$ cat config.mk
export PLATFORM = sky130hd
export DESIGN_NAME = cap_trap_unit
export DESIGN_NICKNAME = d
export VERILOG_FILES = /design/src/rtl/cap_trap_pkg.sv /design/src/rtl/cap_pcc_seq.sv /design/src/rtl/cap_cause_reg.sv /design/src/rtl/cap_trap_unit.sv
export SDC_FILE = /design/constraint.sdc
export NUM_CORES = 1
export LEC_CHECK = 0
export CAP_MARGIN = 10
export CORE_AREA = 2 2 371 373
export CTS_CLUSTER_SIZE = 14
export DETAILED_ROUTE_END_ITERATION = 10
export DIE_AREA = 0 0 373 375
export DONT_BUFFER_PORTS = 1
export SLEW_MARGIN = 10
export SYNTH_ARGS = -nofsm -noshare
export SYNTH_HDL_FRONTEND = slang
export SYNTH_SLANG_ARGS = --single-unit
export TNS_END_PERCENT = 10
$ cat constraint.sdc
create_clock -name clk -period 1.6 [get_ports clk]
set_input_delay 0.32 -clock clk [delete_from_list [all_inputs] [get_ports clk]]
set_output_delay 0.32 -clock clk [all_outputs]
set_load 0.05 [all_outputs]
$ cat src/rtl/cap_trap_pkg.sv
package cap_trap_pkg;
  localparam int ADDR_W      = 64;
  localparam int PERM_W      = 16;
  localparam int OTYPE_W     = 24;
  localparam int CODE_W      = 8;
  localparam int REGN_W      = 8;
  localparam int EXC_W       = 5;
  localparam int PERM_SYSREG = 10;

  localparam logic [EXC_W-1:0]  EXC_CAP     = EXC_W'(18);
  localparam logic [CODE_W-1:0] CODE_SYSREG = 8'h18;
  localparam logic [CODE_W-1:0] CODE_SW_MIN = 8'h80;
  localparam logic [REGN_W-1:0] REG_FETCH   = 8'hFF;

  typedef struct packed {
    logic               tag;
    logic               sealed;
    logic [PERM_W-1:0]  perms;
    logic [OTYPE_W-1:0] otype;
    logic [ADDR_W-1:0]  base;
    logic [ADDR_W-1:0]  length;
    logic [ADDR_W-1:0]  offset;
  } cap_t;

  localparam int CAP_W = $bits(cap_t);

  typedef struct packed {
    logic [CODE_W-1:0] code;
    logic [REGN_W-1:0] regn;
  } cause_t;

  localparam int CAUSE_W = $bits(cause_t);

  function automatic cap_t boot_cap();
    cap_t c;
    c        = '0;
    c.tag    = 1'b1;
    c.perms  = '1;
    c.length = '1;
    return c;
  endfunction

  function automatic cap_t vector_into(cap_t k, logic [ADDR_W-1:0] v);
    cap_t r;
    r        = k;
    r.offset = v;
    return r;
  endfunction

  function automatic logic sw_code_ok(logic [CODE_W-1:0] c);
    return c >= CODE_SW_MIN;
  endfunction

  function automatic logic has_sysreg(cap_t c);
    return c.perms[PERM_SYSREG];
  endfunction
endpackage

$ cat src/rtl/cap_pcc_seq.sv
module cap_pcc_seq
  import cap_trap_pkg::*;
(
  input  logic              clk,
  input  logic              rst_n,
  input  logic              enter,
  input  logic              eret,
  input  logic [ADDR_W-1:0] vec_offset,
  input  logic              pc_off_wr,
  input  logic [ADDR_W-1:0] pc_off_data,
  input  logic              epcc_off_wr,
  input  logic [ADDR_W-1:0] epcc_off_data,
  input  logic              kcc_wr,
  input  cap_t              kcc_data,
  output cap_t              pcc_q,
  output cap_t              epcc_q
);
  cap_t kcc_q;

  logic take_ret;
  logic take_pc_wr;
  logic take_epcc_wr;

  assign take_ret     = eret & ~enter;
  assign take_pc_wr   = pc_off_wr & ~enter & ~eret;
  assign take_epcc_wr = epcc_off_wr & ~enter;

  always_ff @(posedge clk) begin
    if (!rst_n) begin
      pcc_q  <= boot_cap();
      kcc_q  <= boot_cap();
      epcc_q <= '0;
    end else begin
      if (kcc_wr) kcc_q <= kcc_data;
      if (enter) begin
        epcc_q <= pcc_q;
        pcc_q  <= vector_into(kcc_q, vec_offset);
      end else begin
        if (take_ret)     pcc_q         <= epcc_q;
        if (take_pc_wr)   pcc_q.offset  <= pc_off_data;
        if (take_epcc_wr) epcc_q.offset <= epcc_off_data;
      end
    end
  end


  a_r2_save_fetch: assert property (@(posedge clk) disable iff (!rst_n)
    enter |=> epcc_q == $past(pcc_q));

  a_r3_vector_offset: assert property (@(posedge clk) disable iff (!rst_n)
    enter |=> pcc_q.offset == $past(vec_offset));

  a_r4_return: assert property (@(posedge clk) disable iff (!rst_n)
    (eret && !enter) |=> pcc_q == $past(epcc_q));

  a_r5_entry_wins: assert property (@(posedge clk) disable iff (!rst_n)
    (enter && eret) |=> (pcc_q.offset == $past(vec_offset) && epcc_q == $past(pcc_q)));
endmodule

$ cat src/rtl/cap_cause_reg.sv
module cap_cause_reg
  import cap_trap_pkg::*;
(
  input  logic              clk,
  input  logic              rst_n,
  input  logic              cap_exc,
  input  logic [CODE_W-1:0] cap_code,
  input  logic [REGN_W-1:0] cap_reg,
  input  logic              gen_exc,
  input  logic [EXC_W-1:0]  gen_code,
  input  logic              rd_req,
  input  logic              set_req,
  input  logic [CODE_W-1:0] set_code,
  input  logic              pcc_sysreg,
  output logic              enter,
  output logic [EXC_W-1:0]  exc_code_q,
  output logic              rd_valid,
  output cause_t            rd_data
);
  cause_t cause_q;

  logic access;
  logic denied;
  logic cap_event;
  logic grant_rd;
  logic grant_set;

  assign access    = rd_req | set_req;
  assign denied    = access & ~pcc_sysreg;
  assign cap_event = cap_exc | denied;
  assign enter     = cap_event | gen_exc;
  assign grant_rd  = rd_req & pcc_sysreg;
  assign grant_set = set_req & pcc_sysreg & sw_code_ok(set_code) & ~enter;

  always_ff @(posedge clk) begin
    if (!rst_n) begin
      cause_q    <= '0;
      exc_code_q <= '0;
      rd_valid   <= 1'b0;
      rd_data    <= '0;
    end else begin
      if (cap_exc)        cause_q <= '{code: cap_code, regn: cap_reg};
      else if (denied)    cause_q <= '{code: CODE_SYSREG, regn: REG_FETCH};
      else if (gen_exc)   cause_q <= '0;
      else if (grant_set) cause_q.code <= set_code;

      if (cap_event)    exc_code_q <= EXC_CAP;
      else if (gen_exc) exc_code_q <= gen_code;

      rd_valid <= grant_rd;
      rd_data  <= grant_rd ? cause_q : '0;
    end
  end


  a_r6_cap_cause: assert property (@(posedge clk) disable iff (!rst_n)
    cap_exc |=> (cause_q.code == $past(cap_code) && cause_q.regn == $past(cap_reg)
                 && exc_code_q == EXC_CAP));

  a_r7_generic_clears: assert property (@(posedge clk) disable iff (!rst_n)
    (gen_exc && !cap_exc && !denied) |=> (cause_q == '0 && exc_code_q == $past(gen_code)));

  a_r8_denied_access: assert property (@(posedge clk) disable iff (!rst_n)
    (access && !pcc_sysreg && !cap_exc) |=> (cause_q.code == CODE_SYSREG && !rd_valid));

  a_r10_low_set_ignored: assert property (@(posedge clk) disable iff (!rst_n)
    (set_req && !sw_code_ok(set_code) && !enter) |=> $stable(cause_q));
endmodule

$ cat src/rtl/cap_trap_unit.sv
module cap_trap_unit
  import cap_trap_pkg::*;
(
  input  logic               clk,
  input  logic               rst_n,
  input  logic               cap_exc,
  input  logic [CODE_W-1:0]  cap_exc_code,
  input  logic [REGN_W-1:0]  cap_exc_reg,
  input  logic               gen_exc,
  input  logic [EXC_W-1:0]   gen_exc_code,
  input  logic [ADDR_W-1:0]  vec_offset,
  input  logic               eret,
  input  logic               pc_off_wr,
  input  logic [ADDR_W-1:0]  pc_off_data,
  input  logic               epcc_off_wr,
  input  logic [ADDR_W-1:0]  epcc_off_data,
  input  logic               kcc_wr,
  input  logic [CAP_W-1:0]   kcc_wdata,
  input  logic               cause_rd,
  input  logic               cause_set,
  input  logic [CODE_W-1:0]  cause_set_code,
  output logic [CAP_W-1:0]   pcc_o,
  output logic [CAP_W-1:0]   epcc_o,
  output logic [EXC_W-1:0]   exc_code_o,
  output logic               cause_rd_valid,
  output logic [CAUSE_W-1:0] cause_rd_data
);
  cap_t   pcc_w;
  cap_t   epcc_w;
  cap_t   kcc_in;
  cause_t rd_w;
  logic   enter_w;
  logic   sysreg_w;

  assign kcc_in   = kcc_wdata;
  assign sysreg_w = has_sysreg(pcc_w);

  cap_cause_reg u_cause (
    .clk        (clk),
    .rst_n      (rst_n),
    .cap_exc    (cap_exc),
    .cap_code   (cap_exc_code),
    .cap_reg    (cap_exc_reg),
    .gen_exc    (gen_exc),
    .gen_code   (gen_exc_code),
    .rd_req     (cause_rd),
    .set_req    (cause_set),
    .set_code   (cause_set_code),
    .pcc_sysreg (sysreg_w),
    .enter      (enter_w),
    .exc_code_q (exc_code_o),
    .rd_valid   (cause_rd_valid),
    .rd_data    (rd_w)
  );

  cap_pcc_seq u_seq (
    .clk           (clk),
    .rst_n         (rst_n),
    .enter         (enter_w),
    .eret          (eret),
    .vec_offset    (vec_offset),
    .pc_off_wr     (pc_off_wr),
    .pc_off_data   (pc_off_data),
    .epcc_off_wr   (epcc_off_wr),
    .epcc_off_data (epcc_off_data),
    .kcc_wr        (kcc_wr),
    .kcc_data      (kcc_in),
    .pcc_q         (pcc_w),
    .epcc_q        (epcc_w)
  );

  assign pcc_o         = pcc_w;
  assign epcc_o        = epcc_w;
  assign cause_rd_data = rd_w;


  a_r12_fetch_offset: assert property (@(posedge clk) disable iff (!rst_n)
    (pc_off_wr && !enter_w && !eret) |=> pcc_w.offset == $past(pc_off_data));
endmodule

-- Yosys cells after proc, flatten, opt, wreduce, memory -nomap -nowiden
Cells that the tools add are included.
- flip-flop bits (word level): 676
- output and inout port bits: 490
- word-level logic and storage cells: 64
- $lt $le $gt $ge: 1
- multiplexer cells: 12
- bitwise operators: 16
- reductions and logical operators: 8
- operators with widths (operator ; count):
    two-way mux 234 bit ; 2
    two-way mux 64 bit ; 3
    two-way mux 16 bit ; 2
    two-way mux 8 bit ; 3
    two-way mux 5 bit ; 2
    bitwise AND 1 bit ; 9
    >= comparator 8 bit, second input constant ; 1
    nonzero test 2 bit ; 3
    nonzero test 3 bit ; 2
    inverter 1 bit ; 4
    nonzero test 4 bit ; 1
    OR 1 bit ; 3
    AND reduction 2 bit ; 1
    OR reduction 2 bit ; 1

-- Longest topological paths before layout
Gate-level depths: netlist (run 1).
- word-level depth: 10
- gate-level depth with buffers: 7
- depth with buffers taken out: 3

-- By module
Synthesis (run 1) repeated with hierarchy kept, for this count alone.
- cells, all modules: 2560
- area total of the unflattened synthesis: 27874.2 um^2
- by module, submodules not included (module ; instances ; cells each ; area an instance (um^2) ; sequential area each (um^2)):
    cap_pcc_seq ; 1 ; 2428 ; 26460.4 ; 12772.2
    cap_cause_reg ; 1 ; 132 ; 1413.9 ; 760.7

-- Worst setup path before layout (run 1)
No wires, ideal clock.
- path kind: input -> register
- start: in gen_exc
- end: reg u_seq.pcc_q[100] in the netlist's numbering
- arrival time: 1.378 ns
- data required time: 1.459 ns
- path slack: 0.081 ns
- stages: 7
- cell sequence: buf_2 -> or2_1 -> buf_6 -> buf_2 -> clkbuf_1 -> o21ai_0 -> o211ai_1
- word-level cells in the longest chain between the ends: 4
- elaborated cells on any way between the ends: 5
- classes of those cells: 1 x mux; 3 x bitwise; 1 x reduce/logical
- RTL lines (item ; line ; source):
    from (decl) ; cap_trap_unit.sv:9 ; input logic gen_exc,
    OR 1 bit (*) ; cap_cause_reg.sv:31 ; assign enter = cap_event | gen_exc;
    inverter 1 bit ; cap_pcc_seq.sv:24 ; assign take_ret = eret & ~enter;
    bitwise AND 1 bit ; cap_pcc_seq.sv:24 ;
    nonzero test 2 bit (no line) ; -- ;
    to (signal assigned) ; cap_pcc_seq.sv:30 ; pcc_q <= boot_cap();
    to (signal assigned) ; cap_pcc_seq.sv:37 ; pcc_q <= vector_into(kcc_q, vec_offset);
    to (signal assigned) ; cap_pcc_seq.sv:39 ; if (take_ret) pcc_q <= epcc_q;
    to (decl) ; cap_pcc_seq.sv:15 ; output cap_t pcc_q,
Every way passes the cells marked *; elsewhere a longest branch is shown, timed or not.
A chain may end at the register's enable or synchronous reset.

-- Worst setup path after layout (run 1)
- start: reg u_seq.pcc_q[226] in the netlist's numbering
- end: reg u_seq.epcc_q[29] in the netlist's numbering
- word-level cells in the longest chain between the ends: 7
- elaborated cells on any way between the ends: 8
- classes of those cells: 1 x mux; 6 x bitwise; 1 x reduce/logical
- RTL lines (item ; line ; source):
    inverter 1 bit (*) ; cap_cause_reg.sv:29 ; assign denied = access & ~pcc_sysreg;
    bitwise AND 1 bit (*) ; cap_cause_reg.sv:29 ;
    OR 1 bit (*) ; cap_cause_reg.sv:30 ; assign cap_event = cap_exc | denied;
    OR 1 bit (*) ; cap_cause_reg.sv:31 ;
    inverter 1 bit ; cap_pcc_seq.sv:26 ; assign take_epcc_wr = epcc_off_wr & ~enter;
    bitwise AND 1 bit ; cap_pcc_seq.sv:26 ;
    nonzero test 2 bit (no line) ; -- ;
    to (signal assigned) ; cap_pcc_seq.sv:36 ; epcc_q <= pcc_q;
    to (decl) ; cap_pcc_seq.sv:16 ; output cap_t epcc_q
Marks and branches as above.

==> reports/results.txt, run 1 <==
worst path bufs/invs: 3
Seq/Total Area, Yosys: 48.8%
Routed Antenna Nets: 0
Die X: 373 um
largest net degree at the start of global routing: 239
H-tree levels: 3
sequential power share: 42.0%
failing checks: negative hold slack, negative setup slack
type of the tightest min-delay check: in -> reg
Post-Syn Instances: 2,883
total I/O pin count: 955
Hold Buf Count CTS: 729
die area: 0.140 mm^2
final WL: 135 mm
clock-pin slew on the worst setup and hold paths: 60 ps
share of layout cells above drive strength 1: 27.2%
total of max-cap violations: 0
setup violators final: 27
Final nets: 4,362
clk root buf: clkbuf_16
clock share of power: 37.4%
yosys warns: 0
RSZ-0062 raised after global routing: true
Tightest Pin Transition: 1070 ps
crit-path cells: buf_4 > o21bai_4 > buf_12 > buf_4 > a21oi_1 > a211oi_1
P_sw: 15.1 mW
crit path DAT: 2260 ps
Synth top area share: 48.8%
Switching Fraction: 31.7%
Avg Cell Area, Syn: 9.62 um^2
Core Area: 0.136 mm^2
Rows: 136
Max Freq: 589 MHz
combinational power share: 20.7%
Post-synth EDFFs: 0
worst vdd ir: 814 uV
Cell variety after synth: 31
CTS tree: built
1st-iter DRT viols: 1,989
Filler Cell Count: 13,300
Post-DP HPWL: 88.0 mm
Pint: 32.6 mW
FF+latch count, synth: 676
CTS Buffer Depth: 3
Die H: 375 um
hold slack: -269 ps
gpl congestion: 0.869
CTS buffer count: 78
Cell Pwr Density: 1050 mW/mm^2
worst clock skew: 47.9 ps
Max Transition Viols Final: 0
DRC viols: 0
crit path capture type: flop
total power: 47.7 mW
Util after Layout: 33.4%
Slew HR: 28.8%
CP max stage delay: 380 ps
drt via density: 4.93
vias post-DR: 28,400
Setup crit start kind: flop
Leak: 17.9 nW
Top FF cell, synth: dfxtp_1
Skew-Pair Late Insertion Delay: 690 ps
initial antenna violation count: 41
Critical Path RT: 2170 ps
fin crit share: 106%
port bufs: 0
1st-pass router iterations: 8
crit path kind: reg -> reg
Syn Nets: 3,348
Post-Synthesis Cell Area: 0.0277 mm^2
number of global-route vias before repair: 28,800
Synth area leader: dfxtp_1
Commonest cells post-synth: dfxtp_1, mux2i_1, a21oi_1, o21ai_0, nand3_1
CP max FO: 16
P&R area growth vs syn: 64.1%
most used cell, CP: buf_4
overall routing resource usage: 18.3%
Initial Util: 20.3%
grt ovf: 0
dpl ws: -51.8 ps
Fin. Hold Viols: 56
clk sinks: 676
fin crit period: 1700 ps
status: complete, but fails checks
Area contributors post-synth: dfxtp_1, mux2i_1, a21oi_1
Top Family by Delay on Critical Path: buffers and inverters
Critical Path Slowest Stage Cell: dfxtp_4
WL/cell: 23.4 um
Async SR Flop Fraction: 0%
first-pass GRT wire length: 194 mm
Final WS setup: -97.1 ps
top-count cell post-synth: dfxtp_1
==> cell usage in the layout, fill, tap and decap left out, drive strengths merged, types with 3 or more instances in the layout <==
cell type,instances
nor2,102
a21oi,334
dlygate4sd3,720
nand3,173
buf,510
dfxtp,676
diode,26
a211oi,153
inv,10
and2,16
nand2,153
o22ai,64
mux2i,473
mux2,64
clkinvlp,3
clkinv,12
clkbuf,110
o21ai,258
a221oi,7
nand2b,8
dlymetal6s4s,7
o211ai,87
==> metrics by stage <==
| stage | std cells | TNS, ps | cell area, um^2 |
|---|---|---|---|
| after floorplan | 2883 | 0 | 27700 |
| after global placement | 4854 | -54.3 | 32700 |
| after detailed placement | 4854 | -468 | 32700 |
| after CTS | 5742 | -2250 | 45100 |
| after global routing | 5762 | -1750 | 45500 |
| final | 5770 | -532 | 45500 |
==> logic make-up after synthesis <==
| family | share of synthesized area, % |
|---|---|
| buffers and inverters | 5.26 |
| multiplexers | 19.7 |
| flip-flops | 48.8 |
| AND/OR/NAND/NOR | 7.28 |
| AO/OA/AOI/OAI | 19.0 |
==> power by group through the flow <==
stage,registers (mW),clock network [mW],logic (mW)
after floorplan,21.8,0,3.10
after global placement,20.1,0,6.96
after detailed placement,20.2,0,7.04
after CTS,20.0,18.1,9.57
after global routing,20.1,18.8,10.3
final,20.0,17.8,9.87
==> layer usage <==
layer,GRT usage (%),vias up,share of wire (%)
li1,-,12500,-
met1,20.6,13900,38
met2,30.3,1498,47
met3,6.21,437,8.9
met4,9.83,26,5.8
met5,0,-,0.13
==> sequential cells by signal (all words and copies together), names as in the netlist <==
| register | count |
|---|---|
| u_seq.epcc_q | 234 |
| u_seq.pcc_q | 234 |
| u_seq.kcc_q | 170 |
| u_cause.cause_q | 16 |
| u_cause.rd_data | 16 |
| u_cause.exc_code_q | 5 |
| u_cause.rd_valid | 1 |
==> worst paths after layout <==
kind / start / end / slack [ps] / depth (start not counted)
setup / recovery: u_seq.pcc_q[226] / u_seq.epcc_q[29] / -100 / 6
hold / removal: rst_n / u_seq.pcc_q[123] / -270 / 1
setup reg to reg: u_seq.pcc_q[226] / u_seq.epcc_q[29] / -100 / 6
hold reg to reg: u_seq.pcc_q[177] / u_seq.epcc_q[177] / 450 / 2
==> area by class of cell <==
| type | instances | area [um^2] | share of cell area [%] |
|---|---|---|---|
| sequential | 676 | 14300 | 31.4 |
| timing repair buffer | 1239 | 13500 | 29.8 |
| multi-input combinational | 1900 | 12900 | 28.2 |
| tap | 1794 | 2240 | 4.93 |
| clock buffer | 108 | 2180 | 4.80 |
| clock inverter | 25 | 302 | 0.663 |
| antenna | 26 | 65.1 | 0.143 |
| inverter | 2 | 15.0 | 0.0330 |
==> repair_timing <==
item / CTS / global route
pin swaps: 0 / 7
endpoints found under the hold margin: 431 / 126
buffers inserted: 26 / 1
setup endpoints to repair: 463 / 343
gates cloned: 0 / 2
gates resized for setup: 903 / 72
No activity file was read; power rests on OpenSTA's default activity.
==> run 2, diff against run 1 <==
Settings changed: CORE_AREA 2 2 371 373 to 2 2 368 370, DIE_AREA 0 0 373 375 to 0 0 370 372, GPL_TIMING_DRIVEN set to 0.
Clock period 1.6 ns to 1.4 ns, I/O delays scaled along.
==> run 2 against run 1 <==
Compared with the run above:
- the run ends with negative setup slack left
- critical path type unchanged
- die area is 1.6% lower
- critical path depth rose by 2
- largest power group unchanged
- clock-buffer cell count is the same
- sequential share of layout area grew 3.4 points
- first-iteration DRC count down 5.0%
- global-route usage increased by 3.0 points
- sequential power up 29%
- highest routed layer unchanged
- maximum frequency decreased by 9.5%
- final area fell by 13%
==> reports/results.txt, run 2 (synthesis results as in run 1) <==
status: complete, but fails checks
failing checks: negative setup slack
initial antenna violation count: 30
sequential power share: 47.1%
Rows: 135
CP max FO: 10
combinational power share: 13.5%
Fin. Hold Viols: 0
commonest non-fill, non-tap cells in the layout: dfxtp_1, mux2i_1, dlygate4sd3_1
Max Transition Viols Final: 0
Skew-Pair Late Insertion Delay: 710 ps
type of the tightest min-delay check: in -> reg
Critical Path RT: 1910 ps
Final WS setup: -476 ps
Filler Cell Count: 13,900
commonest non-fill, non-tap cell in the layout: dfxtp_1
fin crit share: 134%
die area: 0.138 mm^2
largest net degree at the start of global routing: 14
Top Family by Delay on Critical Path: buffers and inverters
Routed Antenna Nets: 0
crit-path cells: o21ba_4 > buf_12 > buf_16 > nor2_8 > buf_12 > buf_16 > buf_12 > a211oi_2
Pint: 36.1 mW
Die X: 370 um
grt ovf: 0
H-tree levels: 3
RSZ-0062 raised after global routing: true
CTS buffer count: 79
area of the multi-input gates: 0.0135 mm^2
CTS tree: built
Post-DP HPWL: 117 mm
port bufs: 0
share of layout cells above drive strength 1: 20.0%
crit path DAT: 2390 ps
Slew HR: 21.2%
P_sw: 18.3 mW
crit path kind: reg -> reg
CP max stage delay: 420 ps
Initial Util: 20.7%
total I/O pin count: 955
total of max-cap violations: 0
CTS Buffer Depth: 3
WL/cell: 29.7 um
crit path capture type: flop
worst clock skew: 49.8 ps
Tightest Pin Transition: 1180 ps
clock-pin slew on the worst setup and hold paths: 60 ps
Max Freq: 533 MHz
Switching Fraction: 33.7%
gpl congestion: 0.939
Cell Pwr Density: 1380 mW/mm^2
dpl ws: -1750 ps
Final nets: 3,867
worst path bufs/invs: 5
fin crit period: 1880 ps
P&R area growth vs syn: 42.4%
Leak: 15.2 nW
1st-iter DRT viols: 1,889
vias post-DR: 26,400
Top Registers: u_seq.epcc_q x234, u_seq.pcc_q x234, u_seq.kcc_q x170
clk root buf: clkbuf_16
overall routing resource usage: 21.2%
hold slack: 54.9 ps
clk sinks: 676
1st-pass router iterations: 5
Die H: 372 um
final WL: 156 mm
clock share of power: 39.3%
setup violators final: 998
Core Area: 0.134 mm^2
most used cell, CP: buf_12
Critical Path Slowest Stage Cell: dfxtp_4
DRC viols: 0
Setup crit start kind: flop
drt via density: 5.01
number of global-route vias before repair: 25,500
register area: 0.0137 mm^2
worst vdd ir: 966 uV
first-pass GRT wire length: 206 mm
-- run 2: cell types whose count changed in the layout (fill, tap and decap cells not counted), moves of 63 or more --
cell           previous run  this run
a211oi_1                147        61
a211oi_2                  6        92
buf_12                   95        32
buf_2                     0        82
buf_4                   185        30
buf_6                   154        22
clkbuf_1                 18       103
dfxtp_1                 314       589
dfxtp_2                 236        48
dfxtp_4                 126        39
dlygate4sd3_1           720       381
o21ai_0                 258       155
o21ai_1                   0        64
-- run 2: final cells by class --
class                           instances  share of cell area [%]
Multi-Input combinational cell       1900                    34.1
Clock inverter                         31                    1.11
Clock buffer                          108                    5.64
Sequential cell                       676                    34.8
Timing Repair Buffer                  441                    12.3
Inverter                                2                  0.0190
Tap cell                             1781                    5.64
Antenna cell                           21                   0.133
Buffer                                302                    6.24
-- run 2: path summary, 6_finish.rpt --
path / from / to / slack, ps / depth (start not counted)
worst max-delay path: u_seq.pcc_q[226] / u_seq.pcc_q[181] / -480 / 8
worst min-delay path: pc_off_data[10] / u_seq.pcc_q[10] / 50 / 3
worst max register to register: u_seq.pcc_q[226] / u_seq.pcc_q[181] / -480 / 8
worst min register to register: u_seq.kcc_q[120] / u_seq.kcc_q[120] / 470 / 2
-- run 2: metrics by stage --
stage | area (um^2) | instances | util [%] | setup TNS [ps] | total power, mW
6_report | 39500 | 5262 | 29.4 | -282530 | 54.5
5_1_grt | 39400 | 5250 | 29.4 | -336340 | 56.1
4_1_cts | 38100 | 5211 | 28.3 | -335400 | 54.2
3_5_place_dp | 30200 | 4666 | 22.5 | -790550 | 31.3
3_3_place_gp | 30200 | 4664 | 22.5 | -966460 | 31.2
2_1_floorplan | 27900 | 2883 | - | -5350 | 28.6
-- run 2: tightest hold or removal path, delay by kind of cell --
| kind | cells | cell delay (ps) |
|---|---|---|
| multiplexers | 2 | 240 |
| AO/OA/AOI/OAI | 1 | 170 |
-- run 2: layer usage --
metal	part of all wire [%]	vias up	routed length [um]	global-route usage, %
li1	-	11600	-	-
met1	40	13000	61900	25.5
met2	47	1392	72800	35.1
met3	8.9	336	13800	6.30
met4	4.8	6	7510	9.05
met5	0.022	-	35	0
-- run 2: repair_timing --
action	4_1_cts	5_1_grt
resized for setup	326	314
pin swaps	52	39
hold endpoints to repair	319	7
endpoints found under the setup margin	1099	1038
hold buffers	379	2
gates cloned	11	11
buffers inserted	18	21
-- run 2: power groups by stage --
stage | logic (mW) | registers, mW | clock network [mW]
2_1_floorplan | 3.62 | 25.0 | 0
3_3_place_gp | 5.16 | 26.0 | 0
3_5_place_dp | 5.26 | 26.0 | 0
4_1_cts | 6.81 | 25.6 | 21.8
5_1_grt | 7.89 | 25.7 | 22.5
6_report | 7.37 | 25.7 | 21.4
